--- src/rtl/tmr_pkg.sv ---
package tmr_pkg;
    localparam int TMR_CW   = 32;
    localparam int TMR_AW   = 8;
    localparam logic [TMR_AW-1:0] ADR_CTRL  = 8'h30;
    localparam logic [TMR_AW-1:0] ADR_EVENT = 8'h34;
    localparam logic [TMR_AW-1:0] ADR_MASK  = 8'h38;

    typedef struct packed {
        logic [TMR_CW-1:0] cnt;
        logic [TMR_CW-1:0] reload;
        logic [TMR_CW-1:0] cmp_a;
        logic [TMR_CW-1:0] cmp_b;
    } chan_regs_t;

    typedef struct packed {
        logic s1;
        logic s2;
        logic prev;
    } sync_regs_t;
endpackage

--- src/rtl/tmr_tick_sync.sv ---
module tmr_tick_sync (
    input  logic clk,
    input  logic rst_n,
    input  logic async_in,
    output logic rise_pulse
);
    import tmr_pkg::*;

    sync_regs_t q, d;

    always_comb begin
        d      = q;
        d.s1   = async_in;
        d.s2   = q.s1;
        d.prev = q.s2;
    end

    always_ff @(posedge clk or negedge rst_n) begin
        if (!rst_n) q <= '0;
        else        q <= d;
    end

    assign rise_pulse = q.s2 & ~q.prev;
endmodule

--- src/rtl/tmr_channel.sv ---
module tmr_channel (
    input  logic                      clk,
    input  logic                      rst_n,
    input  logic [3:0]                wr_sel,
    input  logic [tmr_pkg::TMR_CW-1:0] wdata,
    input  logic                      tick,
    input  logic                      dir_down,
    input  logic                      wrap_en,
    output logic [tmr_pkg::TMR_CW-1:0] cnt,
    output logic [tmr_pkg::TMR_CW-1:0] reload,
    output logic [tmr_pkg::TMR_CW-1:0] cmp_a,
    output logic [tmr_pkg::TMR_CW-1:0] cmp_b,
    output logic                      ev_cmp_a,
    output logic                      ev_cmp_b,
    output logic                      ev_wrap
);
    import tmr_pkg::*;

    localparam logic [TMR_CW-1:0] ALL_ONES = '1;

    chan_regs_t q, d;
    logic       wrap;

    always_comb begin
        d        = q;
        wrap     = 1'b0;
        ev_cmp_a = 1'b0;
        ev_cmp_b = 1'b0;
        if (wr_sel[1]) d.reload = wdata;
        if (wr_sel[2]) d.cmp_a  = wdata;
        if (wr_sel[3]) d.cmp_b  = wdata;
        if (wr_sel[0]) begin
            d.cnt = wdata;
        end else if (tick) begin
            if (dir_down) begin
                if (q.cnt == '0) begin
                    d.cnt = q.reload;
                    wrap  = 1'b1;
                end else begin
                    d.cnt = q.cnt - 1'b1;
                end
            end else begin
                if (q.cnt == ALL_ONES) begin
                    d.cnt = q.reload;
                    wrap  = 1'b1;
                end else begin
                    d.cnt = q.cnt + 1'b1;
                end
            end
            ev_cmp_a = (d.cnt == q.cmp_a);
            ev_cmp_b = (d.cnt == q.cmp_b);
        end
    end

    always_ff @(posedge clk or negedge rst_n) begin
        if (!rst_n) q <= '0;
        else        q <= d;
    end

    assign ev_wrap = wrap & wrap_en;
    assign cnt     = q.cnt;
    assign reload  = q.reload;
    assign cmp_a   = q.cmp_a;
    assign cmp_b   = q.cmp_b;
endmodule

--- src/rtl/tmr3_block.sv ---
module tmr3_block #(
    parameter int NUM_TMR = 3
) (
    input  logic        clk,
    input  logic        rst_n,
    input  logic        bus_en,
    input  logic        bus_we,
    input  logic [7:0]  bus_addr,
    input  logic [31:0] bus_wdata,
    output logic [31:0] bus_rdata,
    input  logic        ext_tick,
    output logic        irq
);
    import tmr_pkg::*;

    localparam int EV_W  = 3 * NUM_TMR;
    localparam int CTL_W = 4 * NUM_TMR;
    localparam int DIR_B = 3 * NUM_TMR;

    typedef struct packed {
        logic [CTL_W-1:0] ctrl;
        logic [EV_W-1:0]  events;
        logic [EV_W-1:0]  mask;
    } top_regs_t;

    top_regs_t q, d;

    logic                  ext_rise;
    logic                  wr_strobe;
    logic                  word_ok;
    logic [EV_W-1:0]       ev_set;
    logic [TMR_CW-1:0]     cnt_a    [NUM_TMR];
    logic [TMR_CW-1:0]     reload_a [NUM_TMR];
    logic [TMR_CW-1:0]     cmpa_a   [NUM_TMR];
    logic [TMR_CW-1:0]     cmpb_a   [NUM_TMR];
    logic [NUM_TMR*TMR_CW-1:0] cnt_flat;
    logic [CTL_W-1:0]      ctrl_w;
    logic [EV_W-1:0]       events_w;
    logic [EV_W-1:0]       mask_w;

    assign wr_strobe = bus_en & bus_we;
    assign word_ok   = (bus_addr[1:0] == 2'b00);

    tmr_tick_sync u_sync (
        .clk        (clk),
        .rst_n      (rst_n),
        .async_in   (ext_tick),
        .rise_pulse (ext_rise)
    );

    for (genvar t = 0; t < NUM_TMR; t++) begin : g_chan
        logic [3:0] sel;
        logic       tick;
        logic       e_a, e_b, e_w;

        for (genvar k = 0; k < 4; k++) begin : g_sel
            assign sel[k] = wr_strobe && word_ok &&
                            (bus_addr[7:4] == 4'(t)) && (bus_addr[3:2] == 2'(k));
        end

        assign tick = q.ctrl[3*t] & (q.ctrl[3*t+1] ? ext_rise : 1'b1);

        tmr_channel u_chan (
            .clk      (clk),
            .rst_n    (rst_n),
            .wr_sel   (sel),
            .wdata    (bus_wdata),
            .tick     (tick),
            .dir_down (q.ctrl[DIR_B+t]),
            .wrap_en  (q.ctrl[3*t+2]),
            .cnt      (cnt_a[t]),
            .reload   (reload_a[t]),
            .cmp_a    (cmpa_a[t]),
            .cmp_b    (cmpb_a[t]),
            .ev_cmp_a (e_a),
            .ev_cmp_b (e_b),
            .ev_wrap  (e_w)
        );

        assign ev_set[3*t]   = e_a;
        assign ev_set[3*t+1] = e_b;
        assign ev_set[3*t+2] = e_w;
        assign cnt_flat[t*TMR_CW +: TMR_CW] = cnt_a[t];
    end

    always_comb begin
        d = q;
        if (wr_strobe && word_ok && bus_addr == ADR_CTRL) d.ctrl = bus_wdata[CTL_W-1:0];
        if (wr_strobe && word_ok && bus_addr == ADR_MASK) d.mask = bus_wdata[EV_W-1:0];
        d.events = q.events;
        if (wr_strobe && word_ok && bus_addr == ADR_EVENT)
            d.events = q.events & ~bus_wdata[EV_W-1:0];
        d.events = d.events | ev_set;
    end

    always_ff @(posedge clk or negedge rst_n) begin
        if (!rst_n) q <= '0;
        else        q <= d;
    end

    always_comb begin
        bus_rdata = '0;
        if (word_ok) begin
            if (bus_addr == ADR_CTRL) begin
                bus_rdata[CTL_W-1:0] = q.ctrl;
            end else if (bus_addr == ADR_EVENT) begin
                bus_rdata[EV_W-1:0] = q.events;
            end else if (bus_addr == ADR_MASK) begin
                bus_rdata[EV_W-1:0] = q.mask;
            end else begin
                for (int t = 0; t < NUM_TMR; t++) begin
                    if (bus_addr[7:4] == 4'(t)) begin
                        case (bus_addr[3:2])
                            2'd0:    bus_rdata = cnt_a[t];
                            2'd1:    bus_rdata = reload_a[t];
                            2'd2:    bus_rdata = cmpa_a[t];
                            default: bus_rdata = cmpb_a[t];
                        endcase
                    end
                end
            end
        end
    end

    assign irq      = |(q.events & ~q.mask);
    assign ctrl_w   = q.ctrl;
    assign events_w = q.events;
    assign mask_w   = q.mask;
endmodule

--- config.mk ---
export PLATFORM = sky130hd
export DESIGN_NAME = tmr3_block
export DESIGN_NICKNAME = d
export VERILOG_FILES = /design/src/rtl/tmr_pkg.sv /design/src/rtl/tmr_tick_sync.sv /design/src/rtl/tmr_channel.sv /design/src/rtl/tmr3_block.sv
export SDC_FILE = /design/constraint.sdc
export NUM_CORES = 1
export LEC_CHECK = 0
export CORE_AREA = 2 2 257 259
export CTS_CLUSTER_SIZE = 20
export DETAILED_ROUTE_END_ITERATION = 10
export DIE_AREA = 0 0 259 261
export DONT_BUFFER_PORTS = 1
export GPL_TIMING_DRIVEN = 1
export SLEW_MARGIN = 20
export SYNTH_ARGS = -nofsm -noshare
export SYNTH_HDL_FRONTEND = slang
export SYNTH_SLANG_ARGS = --single-unit
--- constraint.sdc ---
create_clock -name clk -period 4.3 [get_ports clk]
set_input_delay 0.43 -clock clk [delete_from_list [all_inputs] [get_ports clk]]
set_output_delay 0.43 -clock clk [all_outputs]
set_load 0.005 [all_outputs]
=== Word level (Yosys, flattened, before mapping) ===
Index checks and enable logic that the tools add are counted.

* Bits in registers: 417
* Word-level logic and storage cells: 149
* Input bits: 45
* Output and inout port bits: 33

* Bitwise logic cells: 14
* Reduce and logical (&&, ||, !) cells: 29
* Equal/unequal tests: 17
* Mux-type cells: 65
* $add $sub $neg: 6

{| class="wikitable"
|+ Operators with widths
! kind !! count
|-
| $mux 32 || 25
|-
| $pmux 32 s3 || 3
|-
| $eq 32x32->1 || 6
|-
| $add 32x1->32 const B || 3
|-
| $eq 32x32->1 const B || 3
|-
| $logic_not 32->1 || 3
|-
| $sub 32x1->32 const B || 3
|-
| $mux 23 || 2
|-
| $mux 1 || 30
|-
| $mux 9 || 3
|-
| $eq 8x6->1 const B || 3
|-
| $mux 20 || 1
|-
| $logic_and 1x1->1 || 19
|-
| $and 9x9->9 || 2
|-
| $not 9->9 || 2
|-
| $mux 12 || 1
|-
| $or 9x9->9 || 1
|-
| $reduce_or 9->1 || 1
|-
| $and 1x1->1 || 8
|-
| $reduce_bool 2->1 || 3
|-
| $eq 2x2->1 const B || 2
|-
| $eq 4x1->1 const B || 1
|-
| $eq 4x2->1 const B || 1
|-
| $logic_not 2->1 || 2
|-
| other kinds (3) || 3
|}

=== Longest topological paths before layout ===
* Depth after elaboration: 10
* Mapped depth: 14
* Depth with buffers taken out: 12

=== Modules after synthesis ===
Synthesis repeated with hierarchy kept, for this count alone.

* Cell total of the unflattened synthesis: 3117
* Area, all modules: 30495.5 sq um

{| class="wikitable"
|+ Modules (own cells, without submodules)
! module !! seq. area each (sq um) !! cells an instance !! times used !! area an instance (sq um)
|-
| tmr_channel at g_chan[0].u_chan ... || 3203.1 || 914 || 2 || 8762.2
|-
| tmr_channel at g_chan[2].u_chan || 3203.1 || 862 || 1 || 8185.4
|-
| tmr3_block || 750.7 || 423 || 1 || 4697.0
|-
| tmr_tick_sync || 75.1 || 4 || 1 || 88.8
|}

=== Least setup slack after synthesis ===
OpenSTA, ideal clock, no wires.

* Path kind: reg-to-reg
* Start: reg g_chan[1].u_chan.q, in the netlist g_chan[1].u_chan.cnt[9]
* End: reg q, in the netlist events_w[3]
* Path slack: 691 ps
* Library setup time: 95 ps
* Required time: 4205 ps
* Stages on the path, launching flop included: 13
* Arrival: 3514 ps
* Period minus slack after synthesis: 3609 ps
* Buffers on the path: 3
* Path through: dfrtp_1 > clkbuf_1 > or4_1 > or4_1 > buf_2 > o31ai_1 > clkbuf_1 > nor2_1 > a211oi_1 > xor2_1 > a2111oi_0 > nand4_1 > o31ai_1

{| class="wikitable"
|+ RTL lines
! what !! RTL line !! source
|-
| start, declared || tmr_channel.sv:21 || <nowiki>chan_regs_t q, d;</nowiki>
|-
| start signal, assigned || tmr_channel.sv:56 || <nowiki>if (!rst_n) q <= '0;</nowiki>
|-
| start signal, assigned || tmr_channel.sv:57 || <nowiki>else q <= d;</nowiki>
|-
| end signal, assigned || tmr3_block.sv:97 || <nowiki>if (!rst_n) q <= '0;</nowiki>
|-
| end signal, assigned || tmr3_block.sv:98 || <nowiki>else q <= d;</nowiki>
|-
| end, declared || tmr3_block.sv:26 || <nowiki>top_regs_t q, d;</nowiki>
|}

==> flow_summary.ini <==
[worst_setup_path]
crit_fanout = 15
crit_type = reg -> reg
reg2reg_slack_ns = 0.16
worstReg2RegStart = g_chan[0].u_chan.cnt[4]$_DFFE_PN0P_
rr_worst_depth = 10
worst_setup_path_end_kind = flop
r2r-end = events_w[0]$_DFF_PN0_
required_ns = 4.82
crit_arrival_ns = 4.67
crit_path_start_kind = flop

[logic_synthesis]
synthSimpleGateAreaFrac_pct = 15.0
synthDistinctLibCells = 81
synthXorXnorAreaFrac_pct = 9.13
syn_inst = 2981
synth_edf_count = 0
postSynthAreaPerCell_um2 = 9.69
ys_warn_count = 0
ys_ff_latch = 417
synth_mux_area_share_pct = 22.2
synth_ff_type = dfrtp_1
synth_fa_ha_area_share_pct = 0.390
syn_area_mm2 = 0.0289
seq_area_frac_synth_pct = 36.1
synth_top_family_by_area = multiplexers
synthArstFlopShare_pct = 100
syn-num-nets = 3035
synth-compound-area-share_pct = 12.8

[finish]
regArea_mm2 = 0.0104
mostFrequentLayoutCell = dfrtp_1
area_growth_pct = 12.3
drive_gt1_share_pct = 23.6
multi_input_area_mm2 = 0.0173
final_cell_mix = dfrtp_1 (416), mux2_2 (316), nand2_1 (228), nor2_1 (199), xnor2_1 (176)
nNetsFinal = 3014
fin_area_mm2 = 0.0324
fillers = 5966

[sta]
clock_skew_ns = 0.0290
layout_min_cycle_time_ns = 4.14
setup_tns_ns = 0
finalWorstSetupSlack_ns = 0.156
rsz0062_at_grt = no
worstMarginPinSlew_ns = 1.27
whs_ns = -0.499
finalSetupViolCount = 0
finalHoldViolCount = 417
min_period_over_period_pct = 96.4
slew-limit-headroom_pct = 15.5
slew_violations = 0
timing.fmax_mhz = 241

[power_and_ir_drop]
p_leak_nw = 13.7
clock_power_share_pct = 35.8
ir_drop_v = 0.000341
sw_frac_of_total_pct = 34.7
p_sw_w = 0.00450
p_comb_share_pct = 29.5
p_per_area_mw_per_mm2 = 400
intPower_w = 0.00846
power_frac_seq_pct = 34.7

[clocking]
h-tree-depth = 2
clock_sinks = 417
clkTransAtPathRegs_ns = 0.07
cts-root-buf = clkbuf_16
clock_latency_ns = 0.63
clock_path_buffers = 3
cts_made_buffers = 50
cts_tree = done
hold_buffers = 33
cts_setup_buffers = 0

[die]
floorplan.initialDensity_pct = 44.4
die_h_um = 261
rows = 94
pin_count = 78
core-area_mm2 = 0.0650
dieArea_mm2 = 0.0676
die_w_um = 259

[flow_run]
cap_violations = 0

[placement]
gp_congestion = 1.02
placed_area_mm2 = 0.0303
dpl_worst_slack_ns = 0.0816
dpl.hpwl_um = 84000
io_buffer_count = 0

[route]
ant_nets = 0
via_per_inst = 6.65
drt-initial-drc-count = 3085
via_count = 25710
routed_wl_um = 119000
wl_per_cell_um = 30.9
drc = 0
drtPass1Iterations = 6

[global_route]
grt_pass1_vias = 24745
grt-ovfl-total = 0
grt_max_degree = 418
grt_usage_pct = 35.1
antenna_found_initial = 8
grt_pass1_wl_um = 175000

[worst_hold_path]
hold_class = in -> async

[status]
status = finished, violations left
violations = hold timing
==> Yosys cell counts (43+ instances only) <==
library cell	instances	area [um^2]
nor4_1	72	450
clkbuf_1	242	908
a22oi_1	58	435
nand4_1	66	413
dfrtp_1	417	10400
xnor2_1	176	1540
mux2_2	316	3560
o21ai_0	136	681
mux4_2	96	2160
xor2_1	125	1090
mux2i_1	68	681
inv_1	43	161
nor3_1	82	410
a21oi_1	145	726
nand3_1	69	345
nor2_1	203	762
nand2_1	230	863
==> area by class of cell <==
class                      instances  area share [%]
antenna                            3          0.0231
clock inverter                    21            1.09
multi-input combinational       2239            53.4
timing repair buffer             209            5.13
tap                              864            3.33
clock buffer                      69            4.32
inverter                          43           0.498
sequential                       417            32.2
==> worst max-delay path, stage by stage (launching register included) <==
cell and delay [ns]:
dfrtp_1 0.62, nand3_1 0.31, or4_1 0.68, nor2_1 0.18, nand4_1 0.29, o21ai_0 0.28
o22ai_1 0.19, xnor2_1 0.42, nand4_1 0.21, or4_1 0.63, o31ai_1 0.23
==> layer usage <==
layer / track usage [%] / part of all wire [%] / vias up
li1: - / - / 10954
met1: 48.8 / 42 / 13086
met2: 53.1 / 44 / 1423
met3: 7.17 / 9.5 / 243
met4: 15.2 / 4.9 / 4
met5: 0 / 0.020 / -
==> logic make-up after synthesis <==
group                      after synthesis
AOI/OAI and AO/OA                      577
xor gates and xnor gates               301
muxes                                  481
adders and majority gates                9
and+or+nand+nor                        871
DFF                                    417
buffers and inverters                  325
==> metrics by stage <==
step           total power, W  cells  utilization [%]
6_report               0.0130   3865             49.9
4_1_cts                0.0129   3862             49.8
2_1_floorplan         0.00694   2981                -
3_3_place_gp          0.00811   3739             46.6
5_1_grt                0.0134   3863             49.9
3_5_place_dp          0.00813   3739             46.6
==> worst max path at each step <==
| stage | from | endpoint | cells after the start |
|---|---|---|---|
| 2_1_floorplan | g_chan[1].u_chan.cnt[9]$_DFFE_PN0P_ | events_w[3]$_DFF_PN0_ | 12 |
| 3_3_place_gp | g_chan[1].u_chan.cnt[10]$_DFFE_PN0P_ | events_w[3]$_DFF_PN0_ | 11 |
| 3_5_place_dp | g_chan[1].u_chan.cnt[10]$_DFFE_PN0P_ | events_w[3]$_DFF_PN0_ | 11 |
| 4_1_cts | g_chan[1].u_chan.cnt[10]$_DFFE_PN0P_ | events_w[3]$_DFF_PN0_ | 11 |
| 5_1_grt | g_chan[0].u_chan.cnt[4]$_DFFE_PN0P_ | events_w[0]$_DFF_PN0_ | 11 |
| 6_report | g_chan[0].u_chan.cnt[4]$_DFFE_PN0P_ | events_w[0]$_DFF_PN0_ | 10 |
==> registers in the layout, indices dropped and copies added (netlist names) <==
name and count:
ctrl_w 12, g_chan.u_chan.cmp_a 96, mask_w 9, u_sync.d 2
g_chan.u_chan.cnt 96, u_sync.q 1, events_w 9, g_chan.u_chan.reload 96
g_chan.u_chan.cmp_b 96
==> power by group through the flow <==
stage                     Clock, W  Sequential [W]  Combinational (W)
after floorplan                  0         0.00435            0.00259
after global placement           0         0.00454            0.00357
after detailed placement         0         0.00455            0.00357
after CTS                  0.00469         0.00448            0.00373
after global routing       0.00484         0.00453            0.00405
final                      0.00463         0.00450            0.00383
==> repair_timing <==
action                     in CTS  in global routing
gates resized for setup         0                  3
hold endpoints to repair      830                417
setup endpoints to repair       0                  3
Power figures use the tool's default switching activity.
